$ cat config.mk
export PLATFORM = sky130hd
export DESIGN_NAME = irq_entry_arb
export DESIGN_NICKNAME = d
export VERILOG_FILES = /design/src/rtl/irq_arb_pkg.sv /design/src/rtl/nmi_qualifier.sv /design/src/rtl/handler_stack.sv /design/src/rtl/irq_entry_arb.sv
export SDC_FILE = /design/constraint.sdc
export NUM_CORES = 1
export LEC_CHECK = 0
export BUFFER_PORTS_ARGS = -buffer_cell sky130_fd_sc_hd__buf_2
export CAP_MARGIN = 20
export CELL_PAD_IN_SITES_DETAIL_PLACEMENT = 0
export CELL_PAD_IN_SITES_GLOBAL_PLACEMENT = 1
export CORE_MARGIN = 2
export CORE_UTILIZATION = 42
export DETAILED_ROUTE_END_ITERATION = 8
export GPL_ROUTABILITY_DRIVEN = 0
export PLACE_DENSITY_LB_ADDON = 0.1
export SYNTH_ARGS = -nofsm -noshare
export SYNTH_HDL_FRONTEND = slang
export SYNTH_SLANG_ARGS = --single-unit
$ cat constraint.sdc
create_clock -name clk -period 4 [get_ports clk]
set_clock_uncertainty 0.05 [all_clocks]
set_input_delay 0.2 -clock clk [delete_from_list [all_inputs] [get_ports clk]]
set_output_delay 0.2 -clock clk [all_outputs]
set_load 0.03 [all_outputs]
$ cat src/rtl/irq_arb_pkg.sv
package irq_arb_pkg;
  typedef enum logic [1:0] {ST_IDLE, ST_ACK_A, ST_ACK_B} ent_state_t;
  localparam int NMI_VEC_NUM = 2;
endpackage

$ cat src/rtl/nmi_qualifier.sv
module nmi_qualifier #(
  parameter int QUAL = 8,
  parameter int SYNC = 2
) (
  input  logic clk,
  input  logic rst_n,
  input  logic pin_i,
  output logic event_o
);
  localparam int CW = $clog2(QUAL + 1);

  logic [SYNC-1:0] sync_q;
  logic            s, s_prev, armed;
  logic [CW-1:0]   lo_cnt, hi_cnt;
  logic            rise;

  assign s    = sync_q[SYNC-1];
  assign rise = s & ~s_prev;

  always_ff @(posedge clk) begin
    if (!rst_n) begin
      sync_q <= '0;
      s_prev <= 1'b0;
      lo_cnt <= '0;
      hi_cnt <= '0;
      armed  <= 1'b0;
    end else begin
      sync_q <= {sync_q[SYNC-2:0], pin_i};
      s_prev <= s;
      // saturating run lengths of the synchronised level
      if (!s) lo_cnt <= (lo_cnt == CW'(QUAL)) ? lo_cnt : lo_cnt + 1'b1;
      else    lo_cnt <= '0;
      if (!s) hi_cnt <= '0;
      else if (hi_cnt != CW'(QUAL)) hi_cnt <= hi_cnt + 1'b1;
      if (!s || event_o) armed <= 1'b0;
      else if (rise && lo_cnt == CW'(QUAL)) armed <= 1'b1;
    end
  end

  assign event_o = armed & s & (hi_cnt == CW'(QUAL - 1));

  // an accepted edge has been high in the clock before it as well
  p_event_held_r2: assert property (@(posedge clk) disable iff (!rst_n)
    event_o |-> $past(s));
  // a drop of the level cancels any edge under qualification
  p_drop_disarms_r3: assert property (@(posedge clk) disable iff (!rst_n)
    $fell(s) |=> !armed);
endmodule

$ cat src/rtl/handler_stack.sv
module handler_stack #(
  parameter int DEPTH = 4
) (
  input  logic clk,
  input  logic rst_n,
  input  logic push_i,
  input  logic kind_i,
  input  logic pop_i,
  output logic top_kind_o,
  output logic empty_o
);
  localparam int CW = $clog2(DEPTH + 1);

  logic [DEPTH-1:0] kinds_q;
  logic [CW-1:0]    cnt_q;

  always_ff @(posedge clk) begin
    if (!rst_n) begin
      kinds_q <= '0;
      cnt_q   <= '0;
    end else if (push_i) begin
      kinds_q <= {kinds_q[DEPTH-2:0], kind_i};
      cnt_q   <= cnt_q + 1'b1;
    end else if (pop_i && cnt_q != '0) begin
      kinds_q <= {1'b0, kinds_q[DEPTH-1:1]};
      cnt_q   <= cnt_q - 1'b1;
    end
  end

  assign top_kind_o = kinds_q[0];
  assign empty_o    = (cnt_q == '0);

  // nesting never exceeds the record depth
  p_no_overflow_r9: assert property (@(posedge clk) disable iff (!rst_n)
    push_i |-> cnt_q < CW'(DEPTH));
endmodule

$ cat src/rtl/irq_entry_arb.sv
module irq_entry_arb
  import irq_arb_pkg::*;
#(
  parameter int QUAL  = 8,
  parameter int SYNC  = 2,
  parameter int NEST  = 4,
  parameter int VW    = 8
) (
  input  logic          clk,
  input  logic          rst_n,
  input  logic          nmi_pin_i,
  input  logic          mreq_i,
  input  logic          ie_set_i,
  input  logic          ie_clr_i,
  input  logic          iret_i,
  output logic          ack_req_o,
  output logic          ack_second_o,
  input  logic          ack_rdy_i,
  input  logic [VW-1:0] ack_data_i,
  output logic          ie_o,
  output logic          take_o,
  output logic [VW-1:0] take_vec_o
);
  localparam logic [VW-1:0] NMI_VEC = VW'(NMI_VEC_NUM);

  ent_state_t    state_q;
  logic          nmi_evt, nmi_pend_q, nmi_busy_q;
  logic          take_nmi, start_ack, done_ack;
  logic          top_kind, stk_empty;
  logic          ie_q, take_q;
  logic [VW-1:0] vec_q;

  nmi_qualifier #(.QUAL(QUAL), .SYNC(SYNC)) u_qual (
    .clk(clk), .rst_n(rst_n), .pin_i(nmi_pin_i), .event_o(nmi_evt)
  );

  handler_stack #(.DEPTH(NEST)) u_stk (
    .clk(clk), .rst_n(rst_n),
    .push_i(take_nmi | done_ack), .kind_i(take_nmi), .pop_i(iret_i),
    .top_kind_o(top_kind), .empty_o(stk_empty)
  );

  // non-maskable first, then an enabled maskable level
  assign take_nmi  = (state_q == ST_IDLE) & nmi_pend_q & ~nmi_busy_q;
  assign start_ack = (state_q == ST_IDLE) & ~take_nmi & mreq_i & ie_q;
  assign done_ack  = (state_q == ST_ACK_B) & ack_rdy_i;

  always_ff @(posedge clk) begin
    if (!rst_n) begin
      state_q    <= ST_IDLE;
      nmi_pend_q <= 1'b0;
      nmi_busy_q <= 1'b0;
      ie_q       <= 1'b0;
      take_q     <= 1'b0;
      vec_q      <= '0;
    end else begin
      case (state_q)
        ST_IDLE:  if (start_ack) state_q <= ST_ACK_A;
        ST_ACK_A: if (ack_rdy_i) state_q <= ST_ACK_B;
        ST_ACK_B: if (ack_rdy_i) state_q <= ST_IDLE;
        default:  state_q <= ST_IDLE;
      endcase
      // a single pending slot; events while it is full are lost
      nmi_pend_q <= (nmi_pend_q & ~take_nmi) | nmi_evt;
      if (take_nmi) nmi_busy_q <= 1'b1;
      else if (iret_i && !stk_empty && top_kind) nmi_busy_q <= 1'b0;
      if (take_nmi || start_ack || done_ack || ie_clr_i) ie_q <= 1'b0;
      else if (ie_set_i) ie_q <= 1'b1;
      take_q <= take_nmi | done_ack;
      if (take_nmi)      vec_q <= NMI_VEC;
      else if (done_ack) vec_q <= ack_data_i;
    end
  end

  assign ack_req_o    = (state_q != ST_IDLE);
  assign ack_second_o = (state_q == ST_ACK_B);
  assign ie_o         = ie_q;
  assign take_o       = take_q;
  assign take_vec_o   = vec_q;

  // a stalled acknowledge cycle keeps its request and phase
  p_ack_hold_r4: assert property (@(posedge clk) disable iff (!rst_n)
    ack_req_o && !ack_rdy_i |=> ack_req_o && $stable(ack_second_o));
  // the second phase follows a completed first phase
  p_ack_order_r4: assert property (@(posedge clk) disable iff (!rst_n)
    $rose(ack_second_o) |-> $past(ack_req_o && !ack_second_o && ack_rdy_i));
  // an acknowledge sequence only starts from an enabled request
  p_masked_r5: assert property (@(posedge clk) disable iff (!rst_n)
    $rose(ack_req_o) |-> $past(ie_o && mreq_i));
  // the flag is clear whenever an entry is signalled
  p_ie_off_r6: assert property (@(posedge clk) disable iff (!rst_n)
    take_o |-> !ie_o);
  // a non-maskable handler begins only with a vector-2 entry
  p_nmi_entry_r7: assert property (@(posedge clk) disable iff (!rst_n)
    $rose(nmi_busy_q) |-> take_o && take_vec_o == NMI_VEC);
endmodule

==> results.json <==
{
  "cts-root-buf": "clkbuf_4",
  "cts_buffers": 5,
  "outcome": "finished, final reports clean",
  "syn_area_mm2": 0.00139,
  "use_met1": 0.199,
  "rows": 20,
  "clk_path_buf_depth": 2,
  "design_area_mm2": 0.00160,
  "max_freq_mhz": 474,
  "final_common_cell": "dfxtp_1",
  "clock_latency_ns": 0.33,
  "worst_pin_slew_ns": 0.575,
  "grt.busiest_layer": "met2",
  "utilization": 0.517,
  "grt_util_met2": 0.248,
  "drc_errors": 0,
  "crit_required_ns": 4.22,
  "cap_violations": 0,
  "synthArstFlopShare": 0,
  "synth.avg_cell_area_um2": 8.73,
  "critPathArrivalTime_ns": 2.33,
  "drtPass1Iterations": 4,
  "diodes": 0,
  "io_buffers": 27,
  "ant_nets": 0,
  "irDropWorstVdd_uv": 174,
  "ys_seq_elements": 33,
  "clock_sinks": 33,
  "hold_viol": 0,
  "holdBufCountCts": 0,
  "cts_tree": "yes",
  "die_x_um": 61.5,
  "routed-via-count": 1126,
  "synth.net_count": 180,
  "hold_depth": 2,
  "rsz0062_at_grt": "no",
  "finalCritPeriodShare": 0.527,
  "cts_resized": 0,
  "final_max_slew_viol_count": 0,
  "wire_per_inst_um": 11.3,
  "antenna_found_initial": 0,
  "die_area_mm2": 0.00378,
  "netlist_instances": 159,
  "dr.first_iter.drc_count": 35,
  "timing.slew.headroom": 0.614,
  "dp_hpwl_mm": 1.88,
  "area_delta_synth_final_pct": 15.5,
  "io_pins": 28,
  "leakagePower_uw": 0.000670,
  "layout-drive-gt1-share": 0.218,
  "reg2reg_depth": 6,
  "fillCellCount": 301,
  "cts_setup_buffers": 0,
  "hold_slack_ns": 0.0205,
  "cp-start-kind": "register",
  "synth_cell_types": 38,
  "ys.flop_type": "dfxtp_1",
  "power_density_mw_per_mm2": 408,
  "ys_warn_count": 0,
  "hold_path_class": "in -> reg",
  "track_usage": 0.161,
  "endpoint_kind": "register",
  "tns_ns": 0,
  "crit_type": "reg -> reg",
  "final_cell_mix": "33 x dfxtp_1, 30 x nand2_1, 27 x buf_2, 15 x nor2_1, 13 x a21oi_1",
  "core_area_mm2": 0.00310,
  "grt-ovfl-total": 0,
  "htree_levels": 2,
  "viasPerCell": 4.85,
  "initial_core_util": 0.447,
  "routed_wl_mm": 2.61,
  "path_clk_slew_ns": 0.10,
  "grt_use_met3": 0.0693,
  "grt_max_degree": 14,
  "dieHeight_um": 61.5,
  "placed_area_mm2": 0.00156,
  "grt_pass1_wl_mm": 4.40,
  "nNetsFinal": 210,
  "crit_fanout": 9,
  "synth_edf_count": 0,
  "setup_viol": 0,
  "grt_pass1_vias": 1032,
  "yosysSeqAreaShare": 0.476,
  "fin_crit_ns": 2.11
}
[per-stage QoR]
step / setup slack, ns / cells / power (uW)
2_1_floorplan: 2.08 / 159 / 466
3_3_place_gp: 1.97 / 226 / 490
3_5_place_dp: 1.92 / 226 / 495
4_1_cts: 1.89 / 232 / 665
5_1_grt: 1.72 / 232 / 689
6_report: 1.89 / 232 / 653
[cell families after synthesis]
kind of cell / Yosys count / share of synthesized area
DFF: 33 / 0.476
and+or+nand+nor: 72 / 0.252
buffers and inverters: 15 / 0.0424
xor gates and xnor gates: 6 / 0.0379
AOI/OAI and AO/OA: 24 / 0.112
muxes: 4 / 0.0298
adders and majority gates: 5 / 0.0505
[sequential cells by signal, summed over array words and instances (netlist names), 2 cells and up]
register and count:
take_vec_o 8, state_q 2, u_qual.sync_q 2, u_qual.hi_cnt 4, u_stk.kinds_q 4, u_qual.lo_cnt 4
u_stk.cnt_q 3
[worst max-delay path: stages (launching register included)]
cell     delay, ns
dfxtp_1       0.44
and3b_1       0.32
nor2_2        0.32
inv_2         0.11
fa_1          0.46
o21ai_2       0.16
mux2i_1       0.18
[synth_stat cells (3+ instances only)]
library cell | instances | area [um2]
dfxtp_1 | 33 | 661
nand2_1 | 30 | 113
nor2_1 | 15 | 56.3
a21oi_1 | 13 | 65.1
inv_1 | 9 | 33.8
ha_1 | 4 | 50.1
nand2b_1 | 4 | 25.0
nand3_1 | 4 | 20.0
nand3b_1 | 4 | 30.0
xnor2_1 | 4 | 35.0
a31oi_1 | 3 | 18.8
and2_1 | 3 | 18.8
mux2i_1 | 3 | 30.0
[layer usage]
layer	part of all wire	up-vias
li1	-	585
met1	0.49	513
met2	0.45	22
met3	0.046	6
met4	0.015	0
met5	0	-
[worst paths after layout]
path	to	slack, ns	from
worst max-delay path	u_stk.cnt_q[2]	1.89	state_q[0]
worst min register to register	u_qual.sync_q[1]	0.39	u_qual.sync_q[0]
worst min-delay path	u_qual.sync_q[0]	0.02	nmi_pin_i
worst max register to register	u_stk.cnt_q[2]	1.89	state_q[0]
[power by group]
group	switching, uW	total (uW)	leakage, uW	internal, uW
clock network	107	167	0.0000269	60.9
registers	16.7	364	0.000268	347
logic	65.6	122	0.000376	56.3
[layout make-up]
cell class / instances / area, um2 / share of cell area
Clock buffer: 5 / 37.5 / 0.0234
Inverter: 11 / 41.3 / 0.0258
Multi-Input combinational cell: 111 / 668 / 0.417
Sequential cell: 33 / 661 / 0.412
Tap cell: 44 / 55.1 / 0.0343
Clock inverter: 1 / 5.00 / 0.00312
Timing Repair Buffer: 27 / 135 / 0.0843
(Power assumes the default switching activity.)
